===== src/rtl/lcdstat_pkg.sv =====
package lcdstat_pkg;
  typedef enum logic {
    STAT_TOGGLE = 1'b0,
    STAT_WINDOW = 1'b1
  } stat_mode_e;

  typedef struct packed {
    logic       gfx;
    stat_mode_e mode;
  } line_cfg_t;
endpackage


===== src/rtl/lcdstat_char_timer.sv =====
module lcdstat_char_timer #(
  parameter int WIN = 16
) (
  input  logic clk,
  input  logic rst,
  input  logic restart,
  input  logic tick,
  output logic nxt_phase,
  output logic nxt_early
);
  localparam int SUB_W = (WIN > 2) ? $clog2(WIN) : 1;
  localparam logic [SUB_W-1:0] SUB_LAST = SUB_W'(WIN - 1);

  logic [SUB_W-1:0] sub_q, sub_d;
  logic             phase_q, early_q;

  always_comb begin
    sub_d     = sub_q;
    nxt_phase = phase_q;
    nxt_early = early_q;
    if (restart) begin
      sub_d     = '0;
      nxt_phase = 1'b0;
      nxt_early = 1'b1;
    end else if (tick) begin
      if (sub_q == SUB_LAST) begin
        sub_d     = '0;
        nxt_phase = ~phase_q;
        nxt_early = 1'b0;
      end else begin
        sub_d = sub_q + 1'b1;
      end
    end
  end

  always_ff @(posedge clk) begin
    if (rst) begin
      sub_q   <= '0;
      phase_q <= 1'b0;
      early_q <= 1'b1;
    end else begin
      sub_q   <= sub_d;
      phase_q <= nxt_phase;
      early_q <= nxt_early;
    end
  end

  // the alternation only moves on a character tick
  a_r2_phase_hold: assert property (@(posedge clk) disable iff (rst)
    (!restart && !tick) |=> $stable(phase_q));
  // the early window, once closed, stays closed until a scanline start
  a_r4_early_once: assert property (@(posedge clk) disable iff (rst)
    (!restart && !early_q) |=> !early_q);
endmodule


===== src/rtl/lcdstat_row_tracker.sv =====
module lcdstat_row_tracker #(
  parameter int ROW_W = 7
) (
  input  logic             clk,
  input  logic             rst,
  input  logic             frame_start,
  input  logic             line_start,
  input  logic             row_start,
  output logic [ROW_W-1:0] nxt_row,
  output logic             nxt_first
);
  localparam logic [ROW_W-1:0] ROW_MAX = {ROW_W{1'b1}};

  logic [ROW_W-1:0] row_q;
  logic             first_q;

  always_comb begin
    nxt_row   = row_q;
    nxt_first = first_q;
    if (frame_start) begin
      nxt_row   = '0;
      nxt_first = 1'b1;
    end else begin
      if (line_start)
        nxt_first = 1'b0;
      if (row_start && row_q != ROW_MAX)
        nxt_row = row_q + 1'b1;
    end
  end

  always_ff @(posedge clk) begin
    if (rst) begin
      row_q   <= '0;
      first_q <= 1'b0;
    end else begin
      row_q   <= nxt_row;
      first_q <= nxt_first;
    end
  end

  // the row count never wraps past its top value
  a_r12_row_sat: assert property (@(posedge clk) disable iff (rst)
    (row_q == ROW_MAX && !frame_start) |=> row_q == ROW_MAX);
  // a frame start always lands on row 0
  a_r11_frame_row0: assert property (@(posedge clk) disable iff (rst)
    frame_start |=> row_q == '0);
  // the first-line flag can only come from a frame start
  a_r3_first_src: assert property (@(posedge clk) disable iff (rst)
    $rose(first_q) |-> $past(frame_start));
endmodule


===== src/rtl/lcd_status_gen.sv =====
module lcd_status_gen #(
  parameter int WIN          = 16,
  parameter int ROW_W        = 7,
  parameter int TXT_DE_ROW   = 22,
  parameter int GFX_DE_ROW   = 85,
  parameter int TXT_VS_FIRST = 24,
  parameter int TXT_VS_LAST  = 24,
  parameter int GFX_VS_FIRST = 93,
  parameter int GFX_VS_LAST  = 96
) (
  input  logic clk,
  input  logic rst,
  input  logic char_tick,
  input  logic line_start,
  input  logic row_start,
  input  logic frame_start,
  input  logic gfx_sel,
  input  logic stat_mode,
  output logic disp_en,
  output logic vsync
);
  import lcdstat_pkg::*;

  localparam logic [ROW_W-1:0] TDE = ROW_W'(TXT_DE_ROW);
  localparam logic [ROW_W-1:0] GDE = ROW_W'(GFX_DE_ROW);
  localparam logic [ROW_W-1:0] TV0 = ROW_W'(TXT_VS_FIRST);
  localparam logic [ROW_W-1:0] TV1 = ROW_W'(TXT_VS_LAST);
  localparam logic [ROW_W-1:0] GV0 = ROW_W'(GFX_VS_FIRST);
  localparam logic [ROW_W-1:0] GV1 = ROW_W'(GFX_VS_LAST);

  logic             line_any;
  logic             nxt_phase, nxt_early, nxt_first;
  logic [ROW_W-1:0] nxt_row;
  line_cfg_t        cfg_q, cfg_d;
  logic             de_d, vs_d, de_q, vs_q;

  assign line_any = line_start | frame_start;

  lcdstat_char_timer #(.WIN(WIN)) u_char (
    .clk(clk), .rst(rst), .restart(line_any), .tick(char_tick),
    .nxt_phase(nxt_phase), .nxt_early(nxt_early)
  );

  lcdstat_row_tracker #(.ROW_W(ROW_W)) u_row (
    .clk(clk), .rst(rst), .frame_start(frame_start), .line_start(line_start),
    .row_start(row_start), .nxt_row(nxt_row), .nxt_first(nxt_first)
  );

  always_comb begin
    cfg_d = cfg_q;
    if (line_any) begin
      cfg_d.gfx  = gfx_sel;
      cfg_d.mode = stat_mode_e'(stat_mode);
    end
  end

  always_comb begin
    if (cfg_d.mode == STAT_TOGGLE) begin
      de_d = ~nxt_phase;
      vs_d = nxt_first;
    end else if (cfg_d.gfx) begin
      de_d = nxt_early | (nxt_row >= GDE);
      vs_d = (nxt_row >= GV0) && (nxt_row <= GV1);
    end else begin
      de_d = nxt_early | (nxt_row >= TDE);
      vs_d = (nxt_row >= TV0) && (nxt_row <= TV1);
    end
  end

  always_ff @(posedge clk) begin
    if (rst) begin
      cfg_q <= '{gfx: 1'b0, mode: STAT_TOGGLE};
      de_q  <= 1'b0;
      vs_q  <= 1'b0;
    end else begin
      cfg_q <= cfg_d;
      de_q  <= de_d;
      vs_q  <= vs_d;
    end
  end

  assign disp_en = de_q;
  assign vsync   = vs_q;

  // configuration only moves at a scanline or frame start
  a_r9_cfg_hold: assert property (@(posedge clk) disable iff (rst)
    !line_any |=> $stable(cfg_q));
  // reset clears both status bits
  a_r1_reset_quiet: assert property (@(posedge clk)
    rst |=> (!de_q && !vs_q));
endmodule


===== config.mk =====
export PLATFORM = sky130hd
export DESIGN_NAME = lcd_status_gen
export DESIGN_NICKNAME = d
export VERILOG_FILES = /design/src/rtl/lcdstat_pkg.sv /design/src/rtl/lcdstat_char_timer.sv /design/src/rtl/lcdstat_row_tracker.sv /design/src/rtl/lcd_status_gen.sv
export SDC_FILE = /design/constraint.sdc
export NUM_CORES = 1
export LEC_CHECK = 0
export CAP_MARGIN = 20
export CORE_UTILIZATION = 35
export CTS_CLUSTER_SIZE = 16
export DETAILED_ROUTE_END_ITERATION = 8
export PLACE_DENSITY = 0.6
export SLEW_MARGIN = 20
export SYNTH_ARGS = -nofsm -noshare
export SYNTH_HDL_FRONTEND = slang
export SYNTH_HIERARCHICAL = 1
export SYNTH_SLANG_ARGS = --single-unit

===== constraint.sdc =====
create_clock -name clk -period 6.32 [get_ports clk]
set_input_delay 0.948 -clock clk [delete_from_list [all_inputs] [get_ports clk]]
set_output_delay 0.948 -clock clk [all_outputs]
set_load 0.005 [all_outputs]

Word level (Yosys, flattened, before mapping)
Cells that the tools add are included.
Widths: inputs -> output; s select.
{ "word_totals": {"in_bits": 8, "out_inout_bits": 2, "ff_bits": 18, "word_cells": 44} }
{ "op_classes": {"n_reduce_logical": 4, "eq_ne": 2, "add_sub_neg": 2, "n_mux": 16, "bitwise": 5, "n_lt_le_gt_ge": 6} }
{ "op_table": {"columns": ["op", "n"], "rows": [
  ["$ge 7x5->1 const B", 2],
  ["$ge 7x7->1 const B", 2],
  ["$mux 7", 2],
  ["$mux 1", 12],
  ["$add 7x1->7 const B", 1],
  ["$le 7x5->1 const B", 1],
  ["$le 7x7->1 const B", 1],
  ["$ne 7x7->1 const B", 1],
  ["$add 4x1->4 const B", 1],
  ["$eq 4x4->1 const B", 1],
  ["$mux 4", 1],
  ["$logic_and 1x1->1", 3],
  ["$or 1x1->1", 3],
  ["$mux 2", 1],
  ["$not 1->1", 2],
  ["$reduce_or 2->1", 1]
]} }

Logic depth before layout (Yosys ltp)
{ "depth": {"ltp_word": 8, "depth_mapped": 8, "mapped_depth_nobuf": 8} }

Modules after synthesis
The synthesis kept the hierarchy.
{ "by_module_without_submodules": {"columns": ["module", "area_per_inst_um2", "cells_each", "n_inst", "seq_area_each_um2"], "rows": [
  ["lcdstat_row_tracker", 485.5, 54, 1, 160.2],
  ["lcd_status_gen", 262.8, 30, 1, 80.1],
  ["lcdstat_char_timer", 262.8, 30, 1, 120.1]
]} }

Least setup slack after synthesis
No wires, ideal clock.
{ "synth_path": {"path_kind": "input port to flip-flop", "startpoint": "input row_start", "endpoint": "register vs_q (netlist: vsync)", "setup_ns": 0.078, "n_path_buf": 0, "slack_ns": 3.932, "t_arrival_ns": 2.310, "required_ns": 6.242, "cell_stages": 7, "path_cell_list": "and3_1 -> and4_1 -> nor3_1 -> or3b_1 -> o22ai_1 -> a311oi_1 -> nor3_1"} }
{ "synth_via": {"elab_chain_len": 7, "word_cells_on_any_way": 11, "classes_between": "order compare: 4; mux: 4; reduce/logical: 3"} }
{ "synth_rtl": {"columns": ["item", "line", "source"], "rows": [
  ["start, declared", "lcd_status_gen.sv:15", "input logic row_start,"],
  ["$logic_and 1x1->1 *", "lcdstat_row_tracker.sv:26", "if (row_start && row_q != ROW_MAX)"],
  ["$mux 7 *", "lcdstat_row_tracker.sv:26", null],
  ["$mux 7 *", "lcdstat_row_tracker.sv:20", "if (frame_start) begin"],
  ["net nxt_row[5]", "lcd_status_gen.sv:33", "logic [ROW_W-1:0] nxt_row;"],
  ["$ge 7x5->1, or another cell as far along", "lcd_status_gen.sv:66", "vs_d = (nxt_row >= TV0) && (nxt_row <= TV1);"],
  ["$logic_and 1x1->1 (on tied branches)", "lcd_status_gen.sv:66, lcd_status_gen.sv:63", null],
  ["$mux 1 *", "lcd_status_gen.sv:61", "end else if (cfg_d.gfx) begin"],
  ["$mux 1 *", "lcd_status_gen.sv:58", "if (cfg_d.mode == STAT_TOGGLE) begin"],
  ["end signal, assigned", "lcd_status_gen.sv:78", "vs_q <= vs_d;"],
  ["end, declared", "lcd_status_gen.sv:35", "logic de_d, vs_d, de_q, vs_q;"]
]} }
The timed path passes the listed nets; every way through them passes the cells marked *.
A chain may end at the register's enable or synchronous reset.

Worst setup path in the final report
Ends and elaborated chain as after synthesis.

==> metrics.yaml <==
p_clk_share_pct: 33.8
hold_path_class: "reg2reg"
maxCapViolCount: 0
synth_edf_count: 0
diodes: 0
cts_tree: "yes"
slew_violations: 0
tightest_slew_ns: 0.662
post-route-period-util_pct: 47.6
met2_usage_pct: 22.9
drc_errors: 0
min_period_ns: 3.01
seq_area_frac_synth_pct: 35.6
grt_util_met1_pct: 15.8
leakage_nw: 0.407
netlist-cell-type-count: 43
drive_gt1_share_pct: 12.1
yosysTopAreaCell: "dfxtp_1"
fmaxAchievable_ghz: 0.332
viasPerCell: 5.62
ctsResizeCount: 0
synthArstFlopShare_pct: 0
place.gp.congestion: 0.830
placed_cell_area_mm2: 0.00112
finalSetupTns_ns: 0
gr-usage-met3_pct: 4.88
vias: 871
io_pins: 10
clockBufferDepth: 2
clock-sinks: 18
final_antenna_net_count: 0
syn_nets: 124
finalClockSkew_ns: 0.000966
detailedPlacementHpwl_mm: 1.42
track_usage_pct: 13.2
grt.overflow.total: 0
synth.avg_cell_area_um2: 8.87
crit_path_end_kind: "flip-flop"
grt_start_max_net_pins: 21
crit_fanout: 7
cts_buffers: 3
ys_seq_elements: 18
post-cts-setup-buffers: 0
yosysWarnings: 6
busiest_layer: "met2"
sw_frac_of_total_pct: 23.5
drtIter0Drc: 24
peakVddDrop_mv: 0.193
grt_antenna_before_repair: 0
path_clk_slew_ns: 0.11
synth_area_mm2: 0.00101
rsz0062_at_grt: "no"
arrival_ns: 3.23
powerDensity_mw_per_mm2: 185
crit_path_start_kind: "input pin"
netlist_top_cells_count: "dfxtp_1, nor2_1, nand2_1"
clk_latency_ns: 0.29
die_h_um: 55.7
core_area_mm2: 0.00276
combPwrFrac_pct: 11.4
root_buffer: "clkbuf_4"
rows: 19
start_util_pct: 36.7
die_w_um: 55.7
p_int_mw: 0.164
finalSetupViolCount: 0
wl_per_cell_um: 12.6
p_sw_mw: 0.0503
netlist.area_leader.share_pct: 35.6
fin_nets: 135
synth.most_common_cell: "dfxtp_1"
first_pass_iters: 4
wl_mm: 1.95
slew_headroom_pct: 55.8
grt_pass1_wl_mm: 3.31
path_class: "in2reg"
status: "complete, no violations"
synthTopCellsByArea: "dfxtp_1, mux2i_1, nor2_1, nor4_2, nor3_1"
postCtsHoldBufs: 0
synth_flop_cell: "dfxtp_1"
power_frac_seq_pct: 54.8
cp.required_ns: 6.55
syn_to_final_growth_pct: 14.5
hold_viol_final: 0
grt_pass1_vias: 769
die_area_mm2: 0.00311
htreeDepth: 1
syn_inst: 114
port_buffers: 9
fin_area_mm2: 0.00116
-- power groups by stage --
stage	combinational [mW]	sequential, mW	clock (mW)
floorplan	0.0134	0.120	0
global placement	0.0239	0.120	0
detailed placement	0.0241	0.120	0
CTS	0.0243	0.117	0.0751
global route	0.0266	0.118	0.0796
finish	0.0244	0.117	0.0724
-- critical path, stage by stage --
cell and delay, ns:
clkdlybuf4s50_1 0.61, and3_1 0.28, a21oi_1 0.12, nor3_1 0.45, or3b_1 0.41, o22ai_1 0.15
a311oi_1 0.11, nor3_1 0.17
-- routing by layer --
layer	up-vias	part of all wire (%)
met2	19	48
met4	0	0.62
met5	-	0
li1	442	-
met1	408	46
met3	2	5.3
-- flip-flops by register name, summed over array words and instances (netlist names) --
register,cells
cfg_q,2
disp_en,1
u_char/early_q,1
u_char/phase_q,1
u_char/sub_q,4
u_row/first_q,1
u_row/row_q,7
vsync,1
-- per-stage QoR --
| stage | util, % | instances | total power [mW] | worst slack, ns | hold slack [ns] |
|---|---|---|---|---|---|
| detailed placement | 40.7 | 151 | 0.144 | 3.09 | 0.445 |
| finish | 42.0 | 155 | 0.214 | 3.31 | 0.467 |
| floorplan | - | 114 | 0.133 | 3.93 | 0.423 |
| CTS | 42.0 | 155 | 0.217 | 3.34 | 0.469 |
| global placement | 40.7 | 151 | 0.144 | 3.09 | 0.440 |
| global route | 42.0 | 155 | 0.224 | 3.11 | 0.511 |
-- layout make-up --
cell class	instances	area, µm²
Clock buffer	4	36.3
Fill cell	280	1600
Inverter	3	11.3
Multi-Input combinational cell	90	621
Sequential cell	18	360
Tap cell	31	38.8
Timing Repair Buffer	9	90.1
-- kinds of logic (layout without fill, tap and decap cells) --
kind of cell | count (synthesis) | after routing | synth area share, %
compound gates | 23 | 23 | 17.0
xor+xnor | 2 | 2 | 1.73
fa+ha+maj | 2 | 2 | 2.47
buf+inv | 6 | 16 | 2.97
flops | 18 | 18 | 35.6
mux | 7 | 7 | 7.80
simple gates | 56 | 56 | 32.4
-- cell usage in the layout, fill, tap and decap left out, drive strengths merged, types with 4 or more instances in the layout --
master,instances
nor3,7
nor2,13
nor4,4
clkdlybuf4s50,9
clkbuf,4
nand2b,4
mux2i,6
nand2,9
a21oi,6
dfxtp,18
-- path summary, 6_finish.rpt --
kind                                startpoint             end  slack [ns]  cells after the start
worst max register to register  u_row/row_q[0]           vsync        3.92                      8
worst min-delay path            u_char/early_q  u_char/early_q        0.47                      2
worst max-delay path                 row_start           vsync        3.31                      8
worst min register to register  u_char/early_q  u_char/early_q        0.47                      2
No activity file was read; power rests on OpenSTA's default activity.
